$ cat src/rtl/irqc_pkg.sv
package irqc_pkg;
    localparam int STAGE_LINES  = 8;
    localparam int TOTAL_LINES  = 2 * STAGE_LINES;
    localparam int NUM_W        = $clog2(TOTAL_LINES);
    localparam int STAGE_W      = $clog2(STAGE_LINES);
    localparam int CASC_POS     = 2;
    localparam int ALIAS_LINE   = STAGE_LINES + 1;
    localparam int SPURIOUS_NUM = 7;

    typedef enum logic [1:0] {
        S_IDLE   = 2'd0,
        S_PEND   = 2'd1,
        S_REPORT = 2'd2
    } ctl_state_t;
endpackage

$ cat src/rtl/irqc_edge_sync.sv
module irqc_edge_sync #(
    parameter int WIDTH  = 16,
    parameter int STAGES = 2
) (
    input  logic             clk,
    input  logic             rst_n,
    input  logic [WIDTH-1:0] din,
    output logic [WIDTH-1:0] rise
);
    logic [WIDTH-1:0] chain [STAGES+1];

    always_ff @(posedge clk) begin
        if (!rst_n) chain[0] <= '0;
        else        chain[0] <= din;
    end

    for (genvar g = 1; g <= STAGES; g++) begin : g_stage
        always_ff @(posedge clk) begin
            if (!rst_n) chain[g] <= '0;
            else        chain[g] <= chain[g-1];
        end
    end

    assign rise = chain[STAGES-1] & ~chain[STAGES];
endmodule

$ cat src/rtl/irqc_resolve.sv
module irqc_resolve #(
    parameter int N        = 8,
    parameter bit CASC_EN  = 1'b0,
    parameter int CASC_POS = 2,
    localparam int IW      = $clog2(N)
) (
    input  logic [N-1:0]  pend,
    input  logic [N-1:0]  isr,
    input  logic          casc_req,
    output logic          req,
    output logic [IW-1:0] win
);
    logic blocked;

    always_comb begin
        req     = 1'b0;
        win     = '0;
        blocked = 1'b0;
        for (int i = 0; i < N; i++) begin
            if (!req && !blocked) begin
                if (CASC_EN && i == CASC_POS) begin
                    if (casc_req) begin
                        req = 1'b1;
                        win = IW'(i);
                    end
                end else if (pend[i] && !isr[i]) begin
                    req = 1'b1;
                    win = IW'(i);
                end
            end
            blocked = blocked | isr[i];
        end
    end
endmodule

$ cat src/rtl/cascade_irq_ctrl.sv
module cascade_irq_ctrl
    import irqc_pkg::*;
#(
    parameter int SYNC_STAGES = 2
) (
    input  logic                   clk,
    input  logic                   rst_n,
    input  logic [TOTAL_LINES-1:0] req_in,
    input  logic                   ack,
    input  logic                   eoi,
    input  logic [NUM_W-1:0]       eoi_num,
    output logic                   irq_out,
    output logic                   vec_valid,
    output logic [NUM_W-1:0]       vec_num
);
    ctl_state_t state, state_nx;

    logic [TOTAL_LINES-1:0] rise, set_pend, pend, isr;
    logic [TOTAL_LINES-1:0] clr_pend, clr_isr;
    logic [STAGE_LINES-1:0] pri_isr;
    logic                   s_req, p_req, grant;
    logic [STAGE_W-1:0]     s_win, p_win;
    logic [NUM_W-1:0]       win_num;

    irqc_edge_sync #(.WIDTH(TOTAL_LINES), .STAGES(SYNC_STAGES)) u_sync (
        .clk (clk),
        .rst_n (rst_n),
        .din (req_in),
        .rise (rise)
    );

    always_comb begin
        set_pend             = rise;
        set_pend[ALIAS_LINE] = rise[ALIAS_LINE] | rise[CASC_POS];
        set_pend[CASC_POS]   = 1'b0;
    end

    irqc_resolve #(.N(STAGE_LINES), .CASC_EN(1'b0), .CASC_POS(CASC_POS)) u_sec (
        .pend (pend[TOTAL_LINES-1:STAGE_LINES]),
        .isr (isr[TOTAL_LINES-1:STAGE_LINES]),
        .casc_req (1'b0),
        .req (s_req),
        .win (s_win)
    );

    always_comb begin
        pri_isr           = isr[STAGE_LINES-1:0];
        pri_isr[CASC_POS] = |isr[TOTAL_LINES-1:STAGE_LINES];
    end

    irqc_resolve #(.N(STAGE_LINES), .CASC_EN(1'b1), .CASC_POS(CASC_POS)) u_pri (
        .pend (pend[STAGE_LINES-1:0]),
        .isr (pri_isr),
        .casc_req (s_req),
        .req (p_req),
        .win (p_win)
    );

    assign win_num  = (int'(p_win) == CASC_POS) ? {1'b1, s_win} : {1'b0, p_win};
    assign grant    = ack & p_req;
    assign clr_pend = grant ? (TOTAL_LINES'(1) << win_num) : '0;
    assign clr_isr  = eoi ? (TOTAL_LINES'(1) << eoi_num) : '0;

    always_ff @(posedge clk) begin
        if (!rst_n) begin
            pend    <= '0;
            isr     <= '0;
            vec_num <= '0;
        end else begin
            pend <= (pend & ~clr_pend) | set_pend;
            isr  <= (isr & ~clr_isr) | clr_pend;
            if (ack) vec_num <= p_req ? win_num : NUM_W'(SPURIOUS_NUM);
        end
    end

    always_ff @(posedge clk) begin
        if (!rst_n) state <= S_IDLE;
        else        state <= state_nx;
    end

    always_comb begin
        state_nx = state;
        unique case (state)
            S_IDLE:   if (ack) state_nx = S_REPORT;
                      else if (p_req) state_nx = S_PEND;
            S_PEND:   if (ack) state_nx = S_REPORT;
                      else if (!p_req) state_nx = S_IDLE;
            S_REPORT: if (ack) state_nx = S_REPORT;
                      else state_nx = p_req ? S_PEND : S_IDLE;
            default:  state_nx = S_IDLE;
        endcase
    end

    always_comb begin
        irq_out   = (state == S_PEND);
        vec_valid = (state == S_REPORT);
    end
endmodule

$ cat config.mk
export PLATFORM = sky130hd
export DESIGN_NAME = cascade_irq_ctrl
export DESIGN_NICKNAME = d
export VERILOG_FILES = /design/src/rtl/irqc_pkg.sv /design/src/rtl/irqc_edge_sync.sv /design/src/rtl/irqc_resolve.sv /design/src/rtl/cascade_irq_ctrl.sv
export SDC_FILE = /design/constraint.sdc
export NUM_CORES = 1
export LEC_CHECK = 0
export ABC_AREA = 0
export CAP_MARGIN = 20
export CORE_UTILIZATION = 40
export CTS_BUF_LIST = sky130_fd_sc_hd__clkbuf_2
export DETAILED_ROUTE_END_ITERATION = 8
export GPL_TIMING_DRIVEN = 0
export PLACE_DENSITY = 0.63
export SLEW_MARGIN = 20
export SYNTH_ARGS = -nofsm -noshare
export SYNTH_HDL_FRONTEND = slang
export SYNTH_SLANG_ARGS = --single-unit
$ cat constraint.sdc
create_clock -name clk -period 5.51 [get_ports clk]
set_input_delay 0.8265 -clock clk [delete_from_list [all_inputs] [get_ports clk]]
set_output_delay 0.8265 -clock clk [all_outputs]
set_load 0.02 [all_outputs]
==> run_results.csv <==
group,metric,value,unit
synthesis,synthSimpleGateAreaFrac,26.6,%
die,initial_core_util,41.4,%
finish,diodes,0,
synthesis,yosys.area_share.adder,0,%
hold_path,hold_path_startpoint,"u_sync.chain[2][5]",
critical_path,path_cells,"nor4_4, and2_1, a221o_2, nand3_1, a21oi_1, nor3b_1, o21a_1",
synthesis,synth_cells,357,
global_routing,grt_pass1_wl,12900,µm
synthesis,synth_edf_count,0,
critical_path,path_max_fanout,8,
synthesis,synth_top_family_by_area,"simple AND/OR/NAND/NOR gates",
global_routing,grt_pass1_vias,2450,
timing,max-slew-margin-rel,43.7,%
synthesis,synth-compound-area-share,20.2,%
route,drc_errors,0,
global_routing,grt_use_total,19.5,%
die,die_w,94.4,µm
placed_design,numPortBuffers,27,
route,vias_per_cell,5.26,
die,coreArea,8260,µm²
finish,drive_above_1_share,10.3,%
placed_design,dp.cells,489,
critical_path,cpMaxStageDelayCell,"a21oi_1",
timing,fin_setup_tns,0,ps
cts,clkSinkCount,84,
route,drtPass1Iterations,4,
pwr,power.internal,943,µW
route,drt_iter0_markers,243,
synthesis,synth_common_cells,"dfxtp_1 (84), and2_1 (47), nand2_1 (30)",
timing,grt_setup_unrepaired,"false",
pwr,p_sw,519,µW
hold_path,hold_path_class,"reg -> reg",
outcome,status,"complete, no violations",
timing,whs,440,ps
synthesis,ys_top_cells_by_area,"dfxtp_1 (49%), and2_1 (8.6%), nand2_1 (3.3%), nand2b_1 (2.7%), o21a_1 (2.2%)",
finish,nNetsFinal,419,
cts,post_cts_resized,0,
route,via_count,2658,
cts,cts_tree,"yes",
die,ios,30,
finish,area_growth,15.0,%
route,postRouteAntennaNets,0,
synthesis,synth_xor_area_share,0,%
synthesis,synth.most_common_cell,"dfxtp_1",
cts,h-tree-depth,3,
placed_design,dp_hpwl,5660,µm
pwr,p_comb_share,30.8,%
timing,hold_viol_final,0,
pwr,switching_share,35.5,%
hold_path,worstHoldPathCells,1,
placed_design,placed_cell_area,3820,µm²
global_routing,antenna_found_initial,0,
timing,fmax,373,MHz
synthesis,yosysTopAreaCell,"dfxtp_1",
finish,final_core_util,47.6,%
cts,clock_path_buffers,2,
synthesis,yosysSeqAreaShare,49.2,%
hold_path,whs_endpoint,"pend[5]",
finish,fin_area,3930,µm²
critical_path,rrSetupSlack,2830,ps
placed_design,globalplace.congestion,0.888,
cts,cts_setup_buffers,0,
route,wl_per_cell,15.4,µm
die,die_y,94.4,µm
cts,clk_latency,540,ps
synthesis,netlist_area,3420,µm²
synthesis,synthArstFlopShare,0,%
synthesis,syn_nets,381,
synthesis,avgSynthCellArea,9.58,µm²
timing,layout_setup_ws,2830,ps
die,num_rows,33,
critical_path,arrival,3160,ps
synthesis,synthMuxAreaShare,0.659,%
global_routing,overflow,0,
global_routing,grt_max_degree,15,
critical_path,rr_endpoint,"isr[8]",
critical_path,crit_path_start_kind,"register",
critical_path,r2r_cells,7,
pwr,clockPowerShare,22.2,%
route,wl,7800,µm
cts,clkTransAtPathRegs,220,ps
critical_path,critPathKind,"reg -> reg",
synthesis,ys_types,62,
pwr,p_leak,1.52,nW
run,drv_cap,0,
timing,finalCritPeriodShare,48.7,%
critical_path,crit_required,5990,ps
timing,fin_worst_skew,30.7,ps
timing,drv_slew,0,
critical_path,r2r_start,"isr[8]",
cts,cts_buffers,9,
timing,tightest_slew,837,ps
critical_path,cp_slowest_stage_delay,590,ps
pwr,totalPowerFinal,1.46,mW
timing,period_needed,2680,ps
synthesis,yosysWarnings,0,
timing,setup_viol,0,
cts,clockRootBuffer,"clkbuf_2",
synthesis,synthFlopType,"dfxtp_1",
critical_path,endpoint_kind,"register",
cts,cts_hold_buf,0,
pwr,powerDensity,372,nW/µm²
placed_design,place_ws,2870,ps
synthesis,synth_top_area_share,49.2,%
finish,finalNonFillerCells,505,
synthesis,ys_ff_latch,84,
pwr,seq_power_share,47.1,%
pwr,ir_drop,161,µV
die,dieArea,8920,µm²
## layout by cell type (no fill, tap or decap), types with 5 or more instances in the layout
cell             count
o21a_1              10
a31oi_1              6
nand2_1             30
nor3_1               7
a21oi_1             14
dfxtp_1             84
clkbuf_1             8
o211ai_1             5
and2_1              47
nand2b_1            15
nor2b_1              8
o22ai_1              5
clkbuf_2            11
clkdlybuf4s50_1     27
o21ai_0             15
nor2_1              10
inv_1               15
## how the worst max path moves through the flow
stage,to,from,slack (ps),cells past startpoint
floorplan,pend[1],isr[8],3400,7
global placement,pend[8],isr[8],2860,7
detailed placement,pend[8],isr[8],2870,7
CTS,isr[8],isr[9],2820,7
global route,isr[12],isr[9],2570,7
finish,isr[8],isr[8],2830,7
## critical path: cells and delay by family, from the launching register on
kind / cells / cell delay, ps
AND/OR/NAND/NOR: 4 / 1250
AO/OA/AOI/OAI: 3 / 990
flip-flops: 1 / 420
## cell families after synthesis
group,count (synthesis)
simple gates,153
flops,84
compound gates,93
mux,1
buf+inv,26
## flip-flops by register name, summed over array words and instances, names as in the netlist
| signal | count |
|---|---|
| pend | 15 |
| u_sync.chain | 48 |
| isr | 15 |
| vec_num | 4 |
| state | 2 |
## power groups by stage
stage	clock [mW]	combinational, mW	sequential [mW]
floorplan	0	0.318	0.697
global placement	0	0.444	0.698
detailed placement	0	0.446	0.700
CTS	0.332	0.447	0.688
global route	0.357	0.494	0.695
finish	0.324	0.450	0.688
## routing by layer
metal	up-vias	part of all wire (%)	GRT usage [%]
met5	-	0	0
li1	1342	-	-
met3	12	4.3	3.46
met1	1252	51	27.1
met4	0	1.9	8.85
met2	52	43	29.3
## cell type report
class	instances	area (µm²)
clock inverters	6	62.6
clock buffers	10	50.0
multi-input cells	247	1620
repair buffers	27	270
inverters	15	56.3
plain buffers	11	57.6
well taps	105	131
flip-flops and latches	84	1680
fillers	817	4330
Power figures use the tool's default switching activity.
